==> config.mk <==
export PLATFORM = sky130hd
export DESIGN_NAME = fetch_mem_seq
export DESIGN_NICKNAME = d
export VERILOG_FILES = /design/src/rtl/seq_pkg.sv /design/src/rtl/seq_req_port.sv /design/src/rtl/seq_cycle_ctr.sv /design/src/rtl/fetch_mem_seq.sv
export SDC_FILE = /design/constraint.sdc
export NUM_CORES = 1
export LEC_CHECK = 0
export ABC_AREA = 1
export BUFFER_PORTS_ARGS = -buffer_cell sky130_fd_sc_hd__buf_4
export CAP_MARGIN = 0
export CORE_UTILIZATION = 47
export CTS_CLUSTER_DIAMETER = 50
export DETAILED_ROUTE_END_ITERATION = 7
export PLACE_DENSITY = 0.78
export SYNTH_ARGS = -nofsm -noshare
export SYNTH_HDL_FRONTEND = slang
export SYNTH_SLANG_ARGS = --single-unit
export TNS_END_PERCENT = 30
==> constraint.sdc <==
create_clock -name clk -period 1.6 [get_ports clk]
set_input_delay 0.4 -clock clk [delete_from_list [all_inputs] [get_ports clk]]
set_output_delay 0.4 -clock clk [all_outputs]
set_load 0.02 [all_outputs]
==> src/rtl/seq_pkg.sv <==
package seq_pkg;

    typedef enum logic [2:0] {
        ST_IDLE   = 3'd0,
        ST_RUN    = 3'd1,
        ST_IRETRY = 3'd2,
        ST_IWAIT  = 3'd3,
        ST_XWAIT  = 3'd4,
        ST_DRETRY = 3'd5,
        ST_DWAIT  = 3'd6,
        ST_OFF    = 3'd7
    } seq_state_e;

    typedef struct packed {
        seq_state_e st;
        logic       draining;
        logic       drained;
        logic       err;
        logic       dwrite;
    } seq_ctl_t;

endpackage

==> src/rtl/seq_req_port.sv <==
module seq_req_port #(
    parameter int PW = 17
) (
    input  logic          clk,
    input  logic          rst_n,
    input  logic          send,
    input  logic [PW-1:0] send_data,
    input  logic          resend,
    input  logic          accept,
    output logic          valid,
    output logic [PW-1:0] data,
    output logic          held
);
    logic [PW-1:0] store_d, store_q;
    logic          held_d, held_q;

    always_comb begin
        valid   = send | resend;
        data    = send ? send_data : store_q;
        store_d = send ? send_data : store_q;
        held_d  = valid ? ~accept : held_q;
    end

    always_ff @(posedge clk) begin
        if (!rst_n) begin
            store_q <= '0;
            held_q  <= 1'b0;
        end else begin
            store_q <= store_d;
            held_q  <= held_d;
        end
    end

    assign held = held_q;
endmodule

==> src/rtl/seq_cycle_ctr.sv <==
module seq_cycle_ctr #(
    parameter int CW = 32
) (
    input  logic          clk,
    input  logic          rst_n,
    input  logic          en,
    output logic [CW-1:0] count
);
    logic [CW-1:0] cnt_d, cnt_q;

    always_comb cnt_d = en ? cnt_q + 1'b1 : cnt_q;

    always_ff @(posedge clk) begin
        if (!rst_n) cnt_q <= '0;
        else        cnt_q <= cnt_d;
    end

    assign count = cnt_q;
endmodule

==> src/rtl/fetch_mem_seq.sv <==
module fetch_mem_seq
    import seq_pkg::*;
#(
    parameter int          AW        = 16,
    parameter int          IW        = 32,
    parameter int          CW        = 32,
    parameter logic [15:0] RESET_PC  = 16'h0100,
    parameter logic [15:0] FAULT_VEC = 16'h0800
) (
    input  logic          clk,
    input  logic          rst_n,
    input  logic          activate,
    input  logic          suspend,
    input  logic          switch_out,
    input  logic          drain_req,
    output logic          drained,
    output logic          proto_err,
    output logic [CW-1:0] cycle_count,
    output logic          fetch_start,
    output logic [AW-1:0] fetch_pc,
    input  logic          ifetch_fault,
    output logic          imem_valid,
    output logic [AW-1:0] imem_addr,
    input  logic          imem_accept,
    input  logic          imem_retry,
    input  logic          imem_resp,
    input  logic          imem_nack,
    input  logic [IW-1:0] imem_rdata,
    output logic          dtb_req,
    output logic [AW-1:0] dtb_vaddr,
    input  logic          dtb_done,
    input  logic          dtb_fault,
    input  logic [AW-1:0] dtb_paddr,
    output logic          dmem_valid,
    output logic [AW-1:0] dmem_addr,
    output logic          dmem_we,
    input  logic          dmem_accept,
    input  logic          dmem_retry,
    input  logic          dmem_resp,
    input  logic          dmem_nack
);
    localparam int          DPW  = AW + 1;
    localparam logic [AW-1:0] PC_STEP = AW'(4);
    localparam logic [AW-1:0] PC_RST  = AW'(RESET_PC);
    localparam logic [AW-1:0] PC_FLT  = AW'(FAULT_VEC);

    seq_ctl_t      ctl_d, ctl_q;
    logic [AW-1:0] pc_d, pc_q;
    seq_state_e    state_q;

    logic          i_send, i_resend, i_held;
    logic          d_send, d_resend, d_held;
    logic [DPW-1:0] d_data;
    logic          quiet, drain_busy, finish_drain;

    always_comb begin
        ctl_d        = ctl_q;
        pc_d         = pc_q;
        fetch_start  = 1'b0;
        i_send       = 1'b0;
        i_resend     = 1'b0;
        d_send       = 1'b0;
        d_resend     = 1'b0;
        dtb_req      = 1'b0;
        finish_drain = 1'b0;
        quiet        = (ctl_q.st == ST_IDLE) || (ctl_q.st == ST_RUN) || (ctl_q.st == ST_OFF);
        drain_busy   = ctl_q.draining | (drain_req & ~quiet);

        if (drain_req && !quiet) ctl_d.draining = 1'b1;
        if (imem_retry && (ctl_q.st != ST_IRETRY || !i_held)) ctl_d.err = 1'b1;
        if (dmem_retry && (ctl_q.st != ST_DRETRY || !d_held)) ctl_d.err = 1'b1;

        if (quiet) begin
            if (drain_req)     ctl_d.drained = 1'b1;
            else if (activate) ctl_d.drained = 1'b0;
        end

        unique case (ctl_q.st)
            ST_IDLE, ST_OFF: begin
                if (activate) ctl_d.st = ST_RUN;
            end
            ST_RUN: begin
                if (suspend)         ctl_d.st = ST_IDLE;
                else if (switch_out) ctl_d.st = ST_OFF;
                else if (!ctl_q.drained && !drain_req) begin
                    fetch_start = 1'b1;
                    if (ifetch_fault) pc_d = PC_FLT;
                    else begin
                        i_send   = 1'b1;
                        ctl_d.st = imem_accept ? ST_IWAIT : ST_IRETRY;
                    end
                end
            end
            ST_IRETRY: begin
                if (imem_retry) begin
                    i_resend = 1'b1;
                    if (imem_accept) ctl_d.st = ST_IWAIT;
                end
            end
            ST_IWAIT: begin
                if (imem_resp) begin
                    if (imem_nack) begin
                        i_resend = 1'b1;
                        if (!imem_accept) ctl_d.st = ST_IRETRY;
                    end else if (drain_busy) begin
                        finish_drain = 1'b1;
                        ctl_d.st     = ST_RUN;
                    end else if (imem_rdata[IW-1]) begin
                        dtb_req      = 1'b1;
                        ctl_d.dwrite = imem_rdata[IW-2];
                        ctl_d.st     = ST_XWAIT;
                    end else begin
                        pc_d     = pc_q + PC_STEP;
                        ctl_d.st = ST_RUN;
                    end
                end
            end
            ST_XWAIT: begin
                if (dtb_done) begin
                    if (dtb_fault) begin
                        pc_d         = PC_FLT;
                        ctl_d.st     = ST_RUN;
                        finish_drain = drain_busy;
                    end else begin
                        d_send   = 1'b1;
                        ctl_d.st = dmem_accept ? ST_DWAIT : ST_DRETRY;
                    end
                end
            end
            ST_DRETRY: begin
                if (dmem_retry) begin
                    d_resend = 1'b1;
                    if (dmem_accept) ctl_d.st = ST_DWAIT;
                end
            end
            ST_DWAIT: begin
                if (dmem_resp) begin
                    if (dmem_nack) begin
                        d_resend = 1'b1;
                        if (!dmem_accept) ctl_d.st = ST_DRETRY;
                    end else begin
                        pc_d         = pc_q + PC_STEP;
                        ctl_d.st     = ST_RUN;
                        finish_drain = drain_busy;
                    end
                end
            end
            default: ctl_d.st = ST_IDLE;
        endcase

        if (finish_drain) begin
            ctl_d.drained  = 1'b1;
            ctl_d.draining = 1'b0;
        end
    end

    always_ff @(posedge clk) begin
        if (!rst_n) begin
            ctl_q <= '{st: ST_IDLE, draining: 1'b0, drained: 1'b0, err: 1'b0, dwrite: 1'b0};
            pc_q  <= PC_RST;
        end else begin
            ctl_q <= ctl_d;
            pc_q  <= pc_d;
        end
    end

    seq_req_port #(.PW(AW)) u_iport (
        .clk(clk), .rst_n(rst_n), .send(i_send), .send_data(pc_q),
        .resend(i_resend), .accept(imem_accept),
        .valid(imem_valid), .data(imem_addr), .held(i_held)
    );

    seq_req_port #(.PW(DPW)) u_dport (
        .clk(clk), .rst_n(rst_n), .send(d_send), .send_data({ctl_q.dwrite, dtb_paddr}),
        .resend(d_resend), .accept(dmem_accept),
        .valid(dmem_valid), .data(d_data), .held(d_held)
    );

    seq_cycle_ctr #(.CW(CW)) u_ctr (
        .clk(clk), .rst_n(rst_n),
        .en(ctl_q.st != ST_IDLE && ctl_q.st != ST_OFF),
        .count(cycle_count)
    );

    assign state_q   = ctl_q.st;
    assign dmem_we   = d_data[DPW-1];
    assign dmem_addr = d_data[AW-1:0];
    assign dtb_vaddr = imem_rdata[AW-1:0];
    assign fetch_pc  = pc_q;
    assign proto_err = ctl_q.err;
    assign drained   = ctl_q.drained | (drain_req & quiet);
endmodule

## Word-level counts from Yosys, hierarchy flattened

Cells that the tools add are included.

- Logic and storage cells: 158
- Register bits: 90
- Output and inout bits: 103

- Reductions and logical operators: 26
- Multiplexer cells: 76
- Add/sub/neg operators: 2
- Equal/unequal tests: 31
- Bitwise logic cells: 12

Operators with widths:

| kind | count |
|---|---|
| 16-bit two-way mux | 13 |
| 16-bit case mux with 4 select lines | 1 |
| 3-bit two-way mux | 19 |
| 1-bit two-way mux | 37 |
| 32-bit by 1-bit adder with 32-bit output, second input constant | 1 |
| 2-bit != test, second input constant | 16 |
| 3-bit case mux with 7 select lines | 1 |
| 17-bit two-way mux | 1 |
| 16-bit by 3-bit adder with 16-bit output, second input constant | 1 |
| 13-bit AND reduction | 1 |
| 3-bit == test, second input constant | 4 |
| 3-bit != test, second input constant | 4 |
| 12-bit AND reduction | 1 |
| 3-bit by 2-bit == test with 1-bit output, second input constant | 2 |
| 1-bit inverter | 6 |
| 3-bit nonzero test | 2 |
| 1-bit logical AND | 5 |
| 1-bit logical NOT | 5 |
| 5-bit AND reduction | 1 |
| 1-bit logical OR | 4 |
| 4-bit by 3-bit != test with 1-bit output, second input constant | 1 |
| 4-bit != test, second input constant | 1 |
| 1-bit bitwise OR | 4 |
| 1-bit case mux with 2 select lines | 2 |
| 11 further kinds | 14 |

## Longest topological paths before layout

Gate-level depths: netlist (run 1).

- Depth in word-level cells: 12
- Mapped depth: 13
- Mapped depth without buffers: 11

## Hierarchy

Synthesis (run 1) repeated with hierarchy kept, for this count alone.

- Cell total of the unflattened synthesis: 773
- Area total of the unflattened synthesis: 5256.3 um2

By module, submodules not included:

| module | area each (um2) | cells an instance | times used |
|---|---|---|---|
| fetch_mem_seq | 1870.5 | 309 | 1 |
| seq_cycle_ctr | 1800.5 | 269 | 1 |
| seq_req_port (u_dport) | 808.3 | 100 | 1 |
| seq_req_port (u_iport) | 777.0 | 95 | 1 |

## Worst setup path before layout (run 1)

No wires, ideal clock.

- Path type: register to output
- Start point: register ctl_q, in the netlist state_q[1]
- End point: output port imem_addr[7]
- Path slack: -244 ps
- Cell stages (with the launch flop): 11
- Required time: 1200 ps
- Path buffers: 2
- Data arrival time: 1444 ps
- Cells stage by stage: dfxtp_1 > buf_6 > inv_4 > nand3_4 > inv_4 > nand2_2 > nor2_4 > nand2_4 > buf_2 > o21ai_1 > inv_1

- Longest elaborated chain between the ends: 3

RTL lines:

| what | RTL line | text |
|---|---|---|
| from (decl) | fetch_mem_seq.sv:47 | `seq_ctl_t ctl_d, ctl_q;` |
| from (signal assigned) | fetch_mem_seq.sv:159 | `ctl_q <= '{st: ST_IDLE, draining: 1'b0, drained: 1'b0, err: 1'b0, dwrite: 1'b0};` |
| from (signal assigned) | fetch_mem_seq.sv:162 | `ctl_q <= ctl_d;` |
| 3-bit by 1-bit == test with 1-bit output | fetch_mem_seq.sv:78 | `unique case (ctl_q.st)` |
| 1-bit two-way mux | fetch_mem_seq.sv:78 |  |
| 16-bit two-way mux | seq_req_port.sv:19 | `data = send ? send_data : store_q;` |
| to (decl) | fetch_mem_seq.sv:23 | `output logic [AW-1:0] imem_addr,` |

No other way between the ends.

## Worst setup path in the final report (run 1)

Ends and elaborated chain as after synthesis.

==> results.json, run 1 <==
{
  "drt-wirelength-per-cell_um": 13.2,
  "crit_path_start_kind": "register",
  "groute.usage.overall_pct": 26.6,
  "final_core_util_pct": 70.1,
  "fp.coreArea_um2": 10900,
  "number_of_buffers_added_on_ports": 119,
  "synth_cells": 837,
  "power.density_nw_per_um2": 959,
  "power.internal_uw": 4500,
  "synth.avg_cell_area_um2": 6.30,
  "clock_tree.htree_level_count": 3,
  "chipWidth_um": 108,
  "setup-violations-final": 54,
  "die_area_um2": 11700,
  "most_common_cell_after_layout_fill_and_taps_aside": "nand2_1",
  "postRouteWirelength_mm": 15.6,
  "clockRootBuffer": "clkbuf_8",
  "cts-buffers-inserted": 9,
  "r2r.worst_path.cells": 11,
  "placement_rows": 38,
  "grt_start_max_net_pins": 33,
  "max_cap_violations": 0,
  "worst_clk_skew_ps": 5.32,
  "postCtsHoldBufs": 0,
  "post-route-period-util_pct": 141,
  "worst_skew_late_latency_ps": 380,
  "hpwl_mm": 10.9,
  "detail_route.drc_violations": 0,
  "timing.final.hold_violations": 0,
  "layout_cells_sized_above_1_pct": 37.8,
  "final_cell_mix": "nand2_1 (219), buf_4 (208), nor2_1 (132)",
  "insertedDiodeCount": 0,
  "worst_setup_hold_path_clk_slew_ps": 90,
  "global_route.overflow_total": 0,
  "route.vias.total": 5932,
  "worst-path-max-fanout": 10,
  "timing.critical_path.required_ps": 1200,
  "drt_pre_antenna_iters": 5,
  "share_seq_of_total_power_pct": 33.9,
  "syn_area_um2": 5280,
  "first_global_vias": 5457,
  "grt_pass1_wl_mm": 24.4,
  "setup_slack_ps": -649,
  "synth_seq_area_share_pct": 33.4,
  "power_leakage_uw": 0.00364,
  "worst_hold_slack_ps": 255,
  "ys_ff_latch": 88,
  "ir_drop_uv": 939,
  "finalWorstPathRequiredPeriod_ps": 2250,
  "fin_nets": 1105,
  "maxClockFrequency_mhz": 445,
  "failing_checks": "negative setup slack",
  "p_switching_uw": 2820,
  "gp_congestion": 0.964,
  "initial_utilization_pct": 48.5,
  "via_per_inst": 5.02,
  "setup.worst_path.class": "reg2out",
  "min_delay_path_depth": 3,
  "worst_hold_path_type": "in2reg",
  "comb_power_share_pct": 45.7,
  "fillerInstances": 883,
  "worstPathArrival_ps": 1850,
  "yosys_warnings": 0,
  "status": "finished, violations left",
  "io_pins": 168,
  "die_h_um": 108,
  "critPathCaptureType": "output pin",
  "rsz0062_at_grt": "true",
  "totalNegativeSetupSlack_ps": -21340,
  "syn_to_final_growth_pct": 44.6,
  "switching_fraction_pct": 38.5,
  "clock_tree_sinks": 88,
  "drt_first_iter_violations": 475,
  "grt_antenna_before_repair": 0,
  "tritoncts": "yes",
  "cts.path.max_buffers": 2,
  "clock_power_share_pct": 20.4,
  "netlist-cell-type-count": 45,
  "timing.final.max_slew_violations": 0,
  "detail-route-antenna-nets": 0
}
==> cell families (layout without fill, tap and decap cells) <==
kind of cell | Yosys count | in the layout | synth area share [%]
flip-flops | 88 | 88 | 33.4
AO/OA/AOI/OAI | 99 | 99 | 11.1
XOR/XNOR | 4 | 4 | 0.664
adder cells (fa/ha/maj) | 2 | 2 | 0.474
buffers and inverters | 152 | 355 | 13.3
AND/OR/NAND/NOR | 491 | 491 | 41.0
other | 1 | 2 | 0.0711
==> metal layers <==
layer  wire length [um]  part of all wire, %  GRT usage [%]  vias to the layer above
met5                  0                    0              0                        -
met3                981                  6.3           6.51                       41
met2               7820                   50           47.0                      240
li1                   -                    -              -                     2979
met4                464                  3.0           10.3                        0
met1               6330                   41           30.7                     2672
==> registers in the layout, indices dropped and copies added, names as in the netlist <==
signal,flops
ctl_q,3
fetch_pc,14
proto_err,1
state_q,3
u_ctr.count,32
u_dport.held,1
u_dport.store_q,17
u_iport.held,1
u_iport.store_q,16
==> worst paths after layout <==
kind / start / endpoint / slack, ps
max: state_q[1] / imem_addr[7] / -650
min: imem_rdata[30] / ctl_q[0] / 260
max reg2reg: state_q[0] / fetch_pc[5] / -100
min reg2reg: u_iport.store_q[1] / u_iport.store_q[1] / 450
==> layout make-up <==
cell class                      count  area (um2)  share of cell area, %
Inverter                          112         440                   5.77
Tap cell                          140         175                   2.30
Multi-Input combinational cell    598        3190                   41.8
Sequential cell                    88        1770                   23.2
Timing Repair inverter              2        15.0                  0.197
Clock inverter                      5        50.0                  0.656
Clock buffer                        9         124                   1.62
Timing Repair Buffer              227        1860                   24.4
==> cells in the mapped netlist, drive strengths merged <==
cell type / number / area [um2]
o21bai: 3 / 22.5
a31oi: 1 / 6.26
dfxtp: 88 / 1760
nand4: 10 / 83.8
o211ai: 2 / 15.0
a21oi: 41 / 239
xnor2: 1 / 8.76
o22ai: 1 / 6.26
or2: 16 / 100
and3: 1 / 6.26
nand2: 243 / 950
nor2: 157 / 647
o21ba: 1 / 10.0
o21ai: 49 / 275
ha: 2 / 25.0
inv: 112 / 428
buf: 32 / 244
xor2: 3 / 26.3
nand3b: 7 / 52.6
conb: 1 / 3.75
nand3: 49 / 273
clkbuf: 8 / 30.0
nor3b: 1 / 7.51
o221ai: 1 / 8.76
nor3: 7 / 46.3
==> power groups by stage <==
stage | Combinational [uW] | Clock, uW | Sequential [uW]
finish | 3340 | 1490 | 2480
CTS | 3040 | 1530 | 2470
floorplan | 1660 | 0 | 2590
global placement | 2920 | 0 | 2510
detailed placement | 2950 | 0 | 2510
global route | 3610 | 1620 | 2500
==> worst max-delay path, cell delays in order (launching register included) <==
cell	delay, ps
dfxtp_4	370
inv_4	60
nand3_4	90
inv_4	70
nand2_4	50
nor2_4	160
nand2_8	120
buf_12	180
o21ai_2	150
inv_1	50
buf_4	150
==> metrics by stage <==
| stage | cell area (um2) | instances | power, uW | worst slack [ps] |
|---|---|---|---|---|
| 2_1_floorplan | 5290 | 838 | 4240 | -238 |
| 3_3_place_gp | 6880 | 1154 | 5430 | -419 |
| 3_5_place_dp | 6880 | 1154 | 5460 | -479 |
| 4_1_cts | 7260 | 1173 | 7030 | -614 |
| 5_1_grt | 7630 | 1181 | 7730 | -762 |
| 6_report | 7630 | 1181 | 7320 | -649 |
==> timing repair <==
action                                  CTS  global route
pin swaps                                 0            13
gates cloned                              2             1
setup buffers                             3             7
endpoints found under the hold margin     0             0
endpoints found under the setup margin   62            85
resized for setup                        47            74
No activity file was read; power rests on OpenSTA's default activity.
==> run 2, diff against run 1 <==
PLACE_DENSITY = 0.75   (was 0.78)
clock period = 2.6 ns   (was 1.6 ns; I/O delays follow)
==> run 2 against run 1 <==
Against the previous run:
- first-iteration DRC count shrank 41%
- die area is the same
- final cell count shrank 7.9%
- clock skew grew 2.2 ps
- total power shrank 46%
- utilization shrank 10 points
- via count shrank 8.7%
- sequential power shrank 36%
- combinational power shrank 58%
- non-clock buffer count shrank 93
- the run now ends clean
- clock power shrank 34%
- largest cell class unchanged
==> results.json, run 2 (same netlist as run 1, synthesis figures left out) <==
{
  "grt_start_max_net_pins": 46,
  "die_h_um": 108,
  "number_of_buffers_added_on_ports": 119,
  "post_layout_nonfiller_instances": 1088,
  "worst_hold_path_type": "reg2reg",
  "critPathCaptureType": "output pin",
  "postRouteWirelength_mm": 13.3,
  "initial_utilization_pct": 48.5,
  "timing.critical_path.required_ps": 1950,
  "clock_tree.htree_level_count": 3,
  "placement_rows": 38,
  "crit_path_cell_trace": "inv_4 > nand3_4 > inv_4 > nand2_4 > nor2_4 > nand2_4 > inv_8 > or2_2 > o21ai_1 > inv_1 > buf_4",
  "fp.coreArea_um2": 10900,
  "comb_power_share_pct": 35.2,
  "worst_setup_hold_path_clk_slew_ps": 80,
  "setup.worst_path.class": "reg2out",
  "tritoncts": "yes",
  "die_area_um2": 11700,
  "timing.final.max_slew_violations": 0,
  "power.internal_uw": 2420,
  "rsz0062_at_grt": "true",
  "worst_skew_late_latency_ps": 370,
  "gp_congestion": 0.948,
  "setup_slack_ps": 81.2,
  "fin_nets": 1010,
  "crit_path_start_kind": "register",
  "syn_to_final_growth_pct": 23.2,
  "via_per_inst": 4.98,
  "grt_pass1_wl_mm": 22.5,
  "most_common_cell_after_layout_fill_and_taps_aside": "nand2_1",
  "power_leakage_uw": 0.00313,
  "clockRootBuffer": "clkbuf_8",
  "status": "complete, no violations",
  "layout_cells_sized_above_1_pct": 24.9,
  "clock_tree_sinks": 88,
  "ir_drop_uv": 460,
  "clock_power_share_pct": 24.9,
  "switching_fraction_pct": 38.8,
  "fillerInstances": 1077,
  "worstPathArrival_ps": 1870,
  "post-route-period-util_pct": 96.9,
  "worst_clk_skew_ps": 7.49,
  "p_switching_uw": 1540,
  "maxClockFrequency_mhz": 397,
  "drt_pre_antenna_iters": 6,
  "timing.final.hold_violations": 0,
  "hpwl_mm": 9.78,
  "first_global_vias": 5024,
  "critical_path.max_stage_delay_ps": 390,
  "power.density_nw_per_um2": 609,
  "cpLargestDelayFamily": "simple AND/OR/NAND/NOR gates",
  "groute.usage.overall_pct": 24.2,
  "postCtsHoldBufs": 0,
  "slowest_stage": "dfxtp_4",
  "route.vias.total": 5417,
  "place_inst": 1067,
  "max_cap_violations": 0,
  "detail-route-antenna-nets": 0,
  "chipWidth_um": 108,
  "setup-violations-final": 0,
  "cts.path.max_buffers": 2,
  "final_core_util_pct": 59.7,
  "global_route.overflow_total": 0,
  "worst_hold_slack_ps": 453,
  "cts-buffers-inserted": 9,
  "finalPower_uw": 3960,
  "crit_buf_inv": 5,
  "final_cell_mix": "nand2_1 (232), nor2_1 (141), buf_4 (130)",
  "share_seq_of_total_power_pct": 39.8,
  "largest_register_ffs": 32,
  "dp_worst_setup_slack_ps": 32.3,
  "grt_antenna_before_repair": 0,
  "worst-path-max-fanout": 16,
  "finalWorstPathRequiredPeriod_ps": 2520,
  "insertedDiodeCount": 0,
  "drt_first_iter_violations": 281,
  "io_pins": 168,
  "drt-wirelength-per-cell_um": 12.2,
  "detail_route.drc_violations": 0
}
[run 2: changes by cell type in the layout (fill, tap and decap cells not counted), moves of 9 or more]
| cell | previous run | this run |
|---|---|---|
| buf_4 | 208 | 130 |
| nand2_1 | 219 | 232 |
| nor2_1 | 132 | 141 |
| o21ai_1 | 4 | 22 |
| o21ai_2 | 23 | 9 |
[run 2: timing repair]
| item | CTS | global route |
|---|---|---|
| setup endpoints to repair | 35 | 33 |
| pin swaps | 0 | 0 |
| setup buffers | 0 | 5 |
| gates resized for setup | 5 | 24 |
| endpoints found under the hold margin | 0 | 0 |
[run 2: area by class of cell]
class,count,area (um2),share of cell area [%]
Sequential cell,88,1770,27.2
Timing Repair Buffer,134,1050,16.1
Tap cell,140,175,2.69
Clock inverter,3,40.0,0.616
Clock buffer,13,159,2.44
Inverter,112,435,6.70
Multi-Input combinational cell,598,2870,44.2
[run 2: per-stage QoR]
stage          setup TNS, ps  area, um2
2_1_floorplan              0       5280
3_3_place_gp               0       6170
3_5_place_dp               0       6170
4_1_cts                    0       6380
5_1_grt                -5.30       6500
6_report                   0       6500
[run 2: routing by layer]
metal  GRT usage, %  routed length (um)  vias up
met2           41.7                6330      171
met4           11.4                 361        0
li1               -                   -     2796
met1           28.9                5900     2417
met3           4.58                 698       33
met5              0                   0        -
[run 2: path summary, 6_finish.rpt]
path	to	slack, ps	cells after the start	from
worst max-delay path	imem_addr[3]	80	11	state_q[1]
worst min register to register	u_iport.store_q[0]	450	2	u_iport.store_q[0]
worst min-delay path	u_iport.store_q[0]	450	2	u_iport.store_q[0]
worst max register to register	u_ctr.count[24]	720	9	u_ctr.count[0]
[run 2: worst reg2reg max path, delay by kind of cell, from the launching register on]
family	cells	cell delay, ps
flip-flops	1	490
adder cells (fa/ha/maj)	1	220
AND/OR/NAND/NOR	8	1120
[run 2: power by group through the flow]
| stage | Sequential, uW | Combinational [uW] | Clock, uW |
|---|---|---|---|
| 2_1_floorplan | 1590 | 1010 | 0 |
| 3_3_place_gp | 1600 | 1300 | 0 |
| 3_5_place_dp | 1600 | 1310 | 0 |
| 4_1_cts | 1580 | 1320 | 1000 |
| 5_1_grt | 1590 | 1530 | 1070 |
| 6_report | 1580 | 1390 | 987 |
==> run 3, diff against run 2 <==
PLACE_DENSITY = 0.78   (was 0.75)
clock period = 2.15 ns   (was 2.6 ns; I/O delays follow)
==> run 3 against run 2 <==
Against the previous run:
- the flow now finishes with violations (negative setup slack)
- setup slack lost 280 ps
- wire length rose by 5.1%
- largest power group is now combinational logic
- highest routed layer unchanged
- die area unchanged
- sequential power is 19% higher
- first-iteration DRC count is 4.3% higher
- sequential cell count did not move
==> results.json, run 3 (same netlist as run 1, synthesis figures left out) <==
{
  "ir_drop_uv": 551,
  "postRouteWirelength_mm": 14.0,
  "highest_utilization_routing_layer_at_the_global_route_stage": "met2",
  "max_cap_violations": 0,
  "initial_utilization_pct": 48.5,
  "route.vias.total": 5555,
  "timing.critical_path.required_ps": 1610,
  "switching_fraction_pct": 38.5,
  "io_pins": 168,
  "critical_path.max_stage_delay_ps": 380,
  "maxClockFrequency_mhz": 426,
  "grt_start_max_net_pins": 35,
  "syn_to_final_growth_pct": 31.2,
  "share_seq_of_total_power_pct": 37.8,
  "final_cell_mix": "nand2_1 (230), buf_4 (144), nor2_1 (137)",
  "slowest_stage": "dfxtp_4",
  "clock_tree_sinks": 88,
  "crit_path_cell_trace": "inv_4 > nand3_4 > inv_4 > nand2_4 > nor2_4 > nand2_8 > clkbuf_16 > o21ai_4 > inv_2 > buf_6",
  "crit_path_frequent_cell": "inv_4",
  "insertedDiodeCount": 0,
  "crit_buf_inv": 5,
  "drt-wirelength-per-cell_um": 12.5,
  "global_route.usage.met3_pct": 4.64,
  "post-route-period-util_pct": 109,
  "worst_clk_skew_ps": 11.0,
  "gp_congestion": 0.931,
  "largest_register_ffs": 32,
  "die_h_um": 108,
  "failing_checks": "negative setup slack",
  "drt_first_iter_violations": 293,
  "tritoncts": "yes",
  "fin_nets": 1037,
  "number_of_buffers_added_on_ports": 119,
  "groute.usage.overall_pct": 24.4,
  "global_route.overflow_total": 0,
  "setup.worst_path.class": "reg2out",
  "min_delay_path_depth": 3,
  "worst_skew_late_latency_ps": 370,
  "final_core_util_pct": 63.6,
  "clock_power_share_pct": 23.8,
  "critPathCaptureType": "output pin",
  "power_leakage_uw": 0.00328,
  "rsz0062_at_grt": "true",
  "met1_track_demand_over_resource_in_global_routing_pct": 28.8,
  "hpwl_mm": 9.75,
  "most_common_cell_after_layout_fill_and_taps_aside": "nand2_1",
  "chipWidth_um": 108,
  "timing.final.max_slew_violations": 0,
  "first_global_vias": 5035,
  "worstSetupPathDepth": 10,
  "final_area_um2": 6920,
  "setup-violations-final": 35,
  "status": "finished, violations left",
  "p_switching_uw": 1920,
  "detailed_place.area_um2": 6310,
  "worstPathArrival_ps": 1810,
  "layout_cells_sized_above_1_pct": 29.9,
  "worst_hold_path_type": "in2reg",
  "power.internal_uw": 3060,
  "timing.final.hold_violations": 0,
  "finalPower_uw": 4970,
  "worst_setup_hold_path_clk_slew_ps": 80,
  "comb_power_share_pct": 38.4,
  "grt_antenna_before_repair": 0,
  "cpLargestDelayFamily": "buffers and inverters",
  "power.density_nw_per_um2": 718,
  "fp.coreArea_um2": 10900,
  "finalWorstPathRequiredPeriod_ps": 2350,
  "postCtsHoldBufs": 0,
  "setup_slack_ps": -197,
  "die_area_um2": 11700,
  "via_per_inst": 4.98,
  "totalNegativeSetupSlack_ps": -3810,
  "r2r.worst_path.cells": 10,
  "placement_rows": 38,
  "gr-usage-met2_pct": 42.5,
  "detail-route-antenna-nets": 0,
  "clock_tree.htree_level_count": 3,
  "drt_pre_antenna_iters": 7,
  "cts-buffers-inserted": 9,
  "grt_pass1_wl_mm": 22.6,
  "worst-path-max-fanout": 7,
  "clockRootBuffer": "clkbuf_8",
  "crit_path_start_kind": "register",
  "cts.path.max_buffers": 2,
  "detail_route.drc_violations": 0
}
run 3: power by group through the flow:
stage	Combinational (uW)	Sequential [uW]	Clock [uW]
after floorplan	1230	1920	0
after global placement	1690	1900	0
after detailed placement	1700	1900	0
after CTS	1850	1880	1210
after global routing	2090	1900	1280
final	1910	1880	1180
run 3: per-layer routing:
metal  vias up  share of wire [%]  wire [um]
met2       202                 49       6860
li1       2858                  -          -
met5         -                  0          0
met4         0                2.4        340
met1      2464                 42       5880
met3        31                6.4        895
run 3: final cells by class:
cell class | instances | area (um2)
clock buffers | 13 | 159
clock inverters | 3 | 40.0
fillers | 980 | 3970
inverters | 112 | 435
multi-input cells | 598 | 3020
flip-flops and latches | 88 | 1770
well taps | 140 | 175
repair buffers | 160 | 1310
repair inverters | 1 | 8.76
run 3: worst paths after layout:
path,start,end,slack [ps]
max,state_q[1],imem_addr[14],-200
min,dtb_paddr[15],u_dport.store_q[15],410
max reg2reg,state_q[2],u_ctr.count[24],270
min reg2reg,u_iport.store_q[1],u_iport.store_q[1],450
run 3: what timing repair did:
item,CTS,global route
resized for setup,69,14
buffers inserted,12,2
cloned,1,1
setup endpoints to repair,36,36
pin swaps,0,2
run 3: worst min-delay path: cells and delay by family:
kind	cells	cell delay, ps
buffers and inverters	1	80
AOI/OAI and AO/OA	1	50
and+or+nand+nor	1	70
run 3: metrics by stage:
| step | instances | worst slack [ps] | hold slack (ps) |
|---|---|---|---|
| CTS | 1112 | -182 | 393 |
| global route | 1115 | -267 | 407 |
| finish | 1115 | -197 | 410 |
| global placement | 1083 | -166 | 432 |
| detailed placement | 1083 | -175 | 438 |
| floorplan | 838 | 70.4 | 422 |
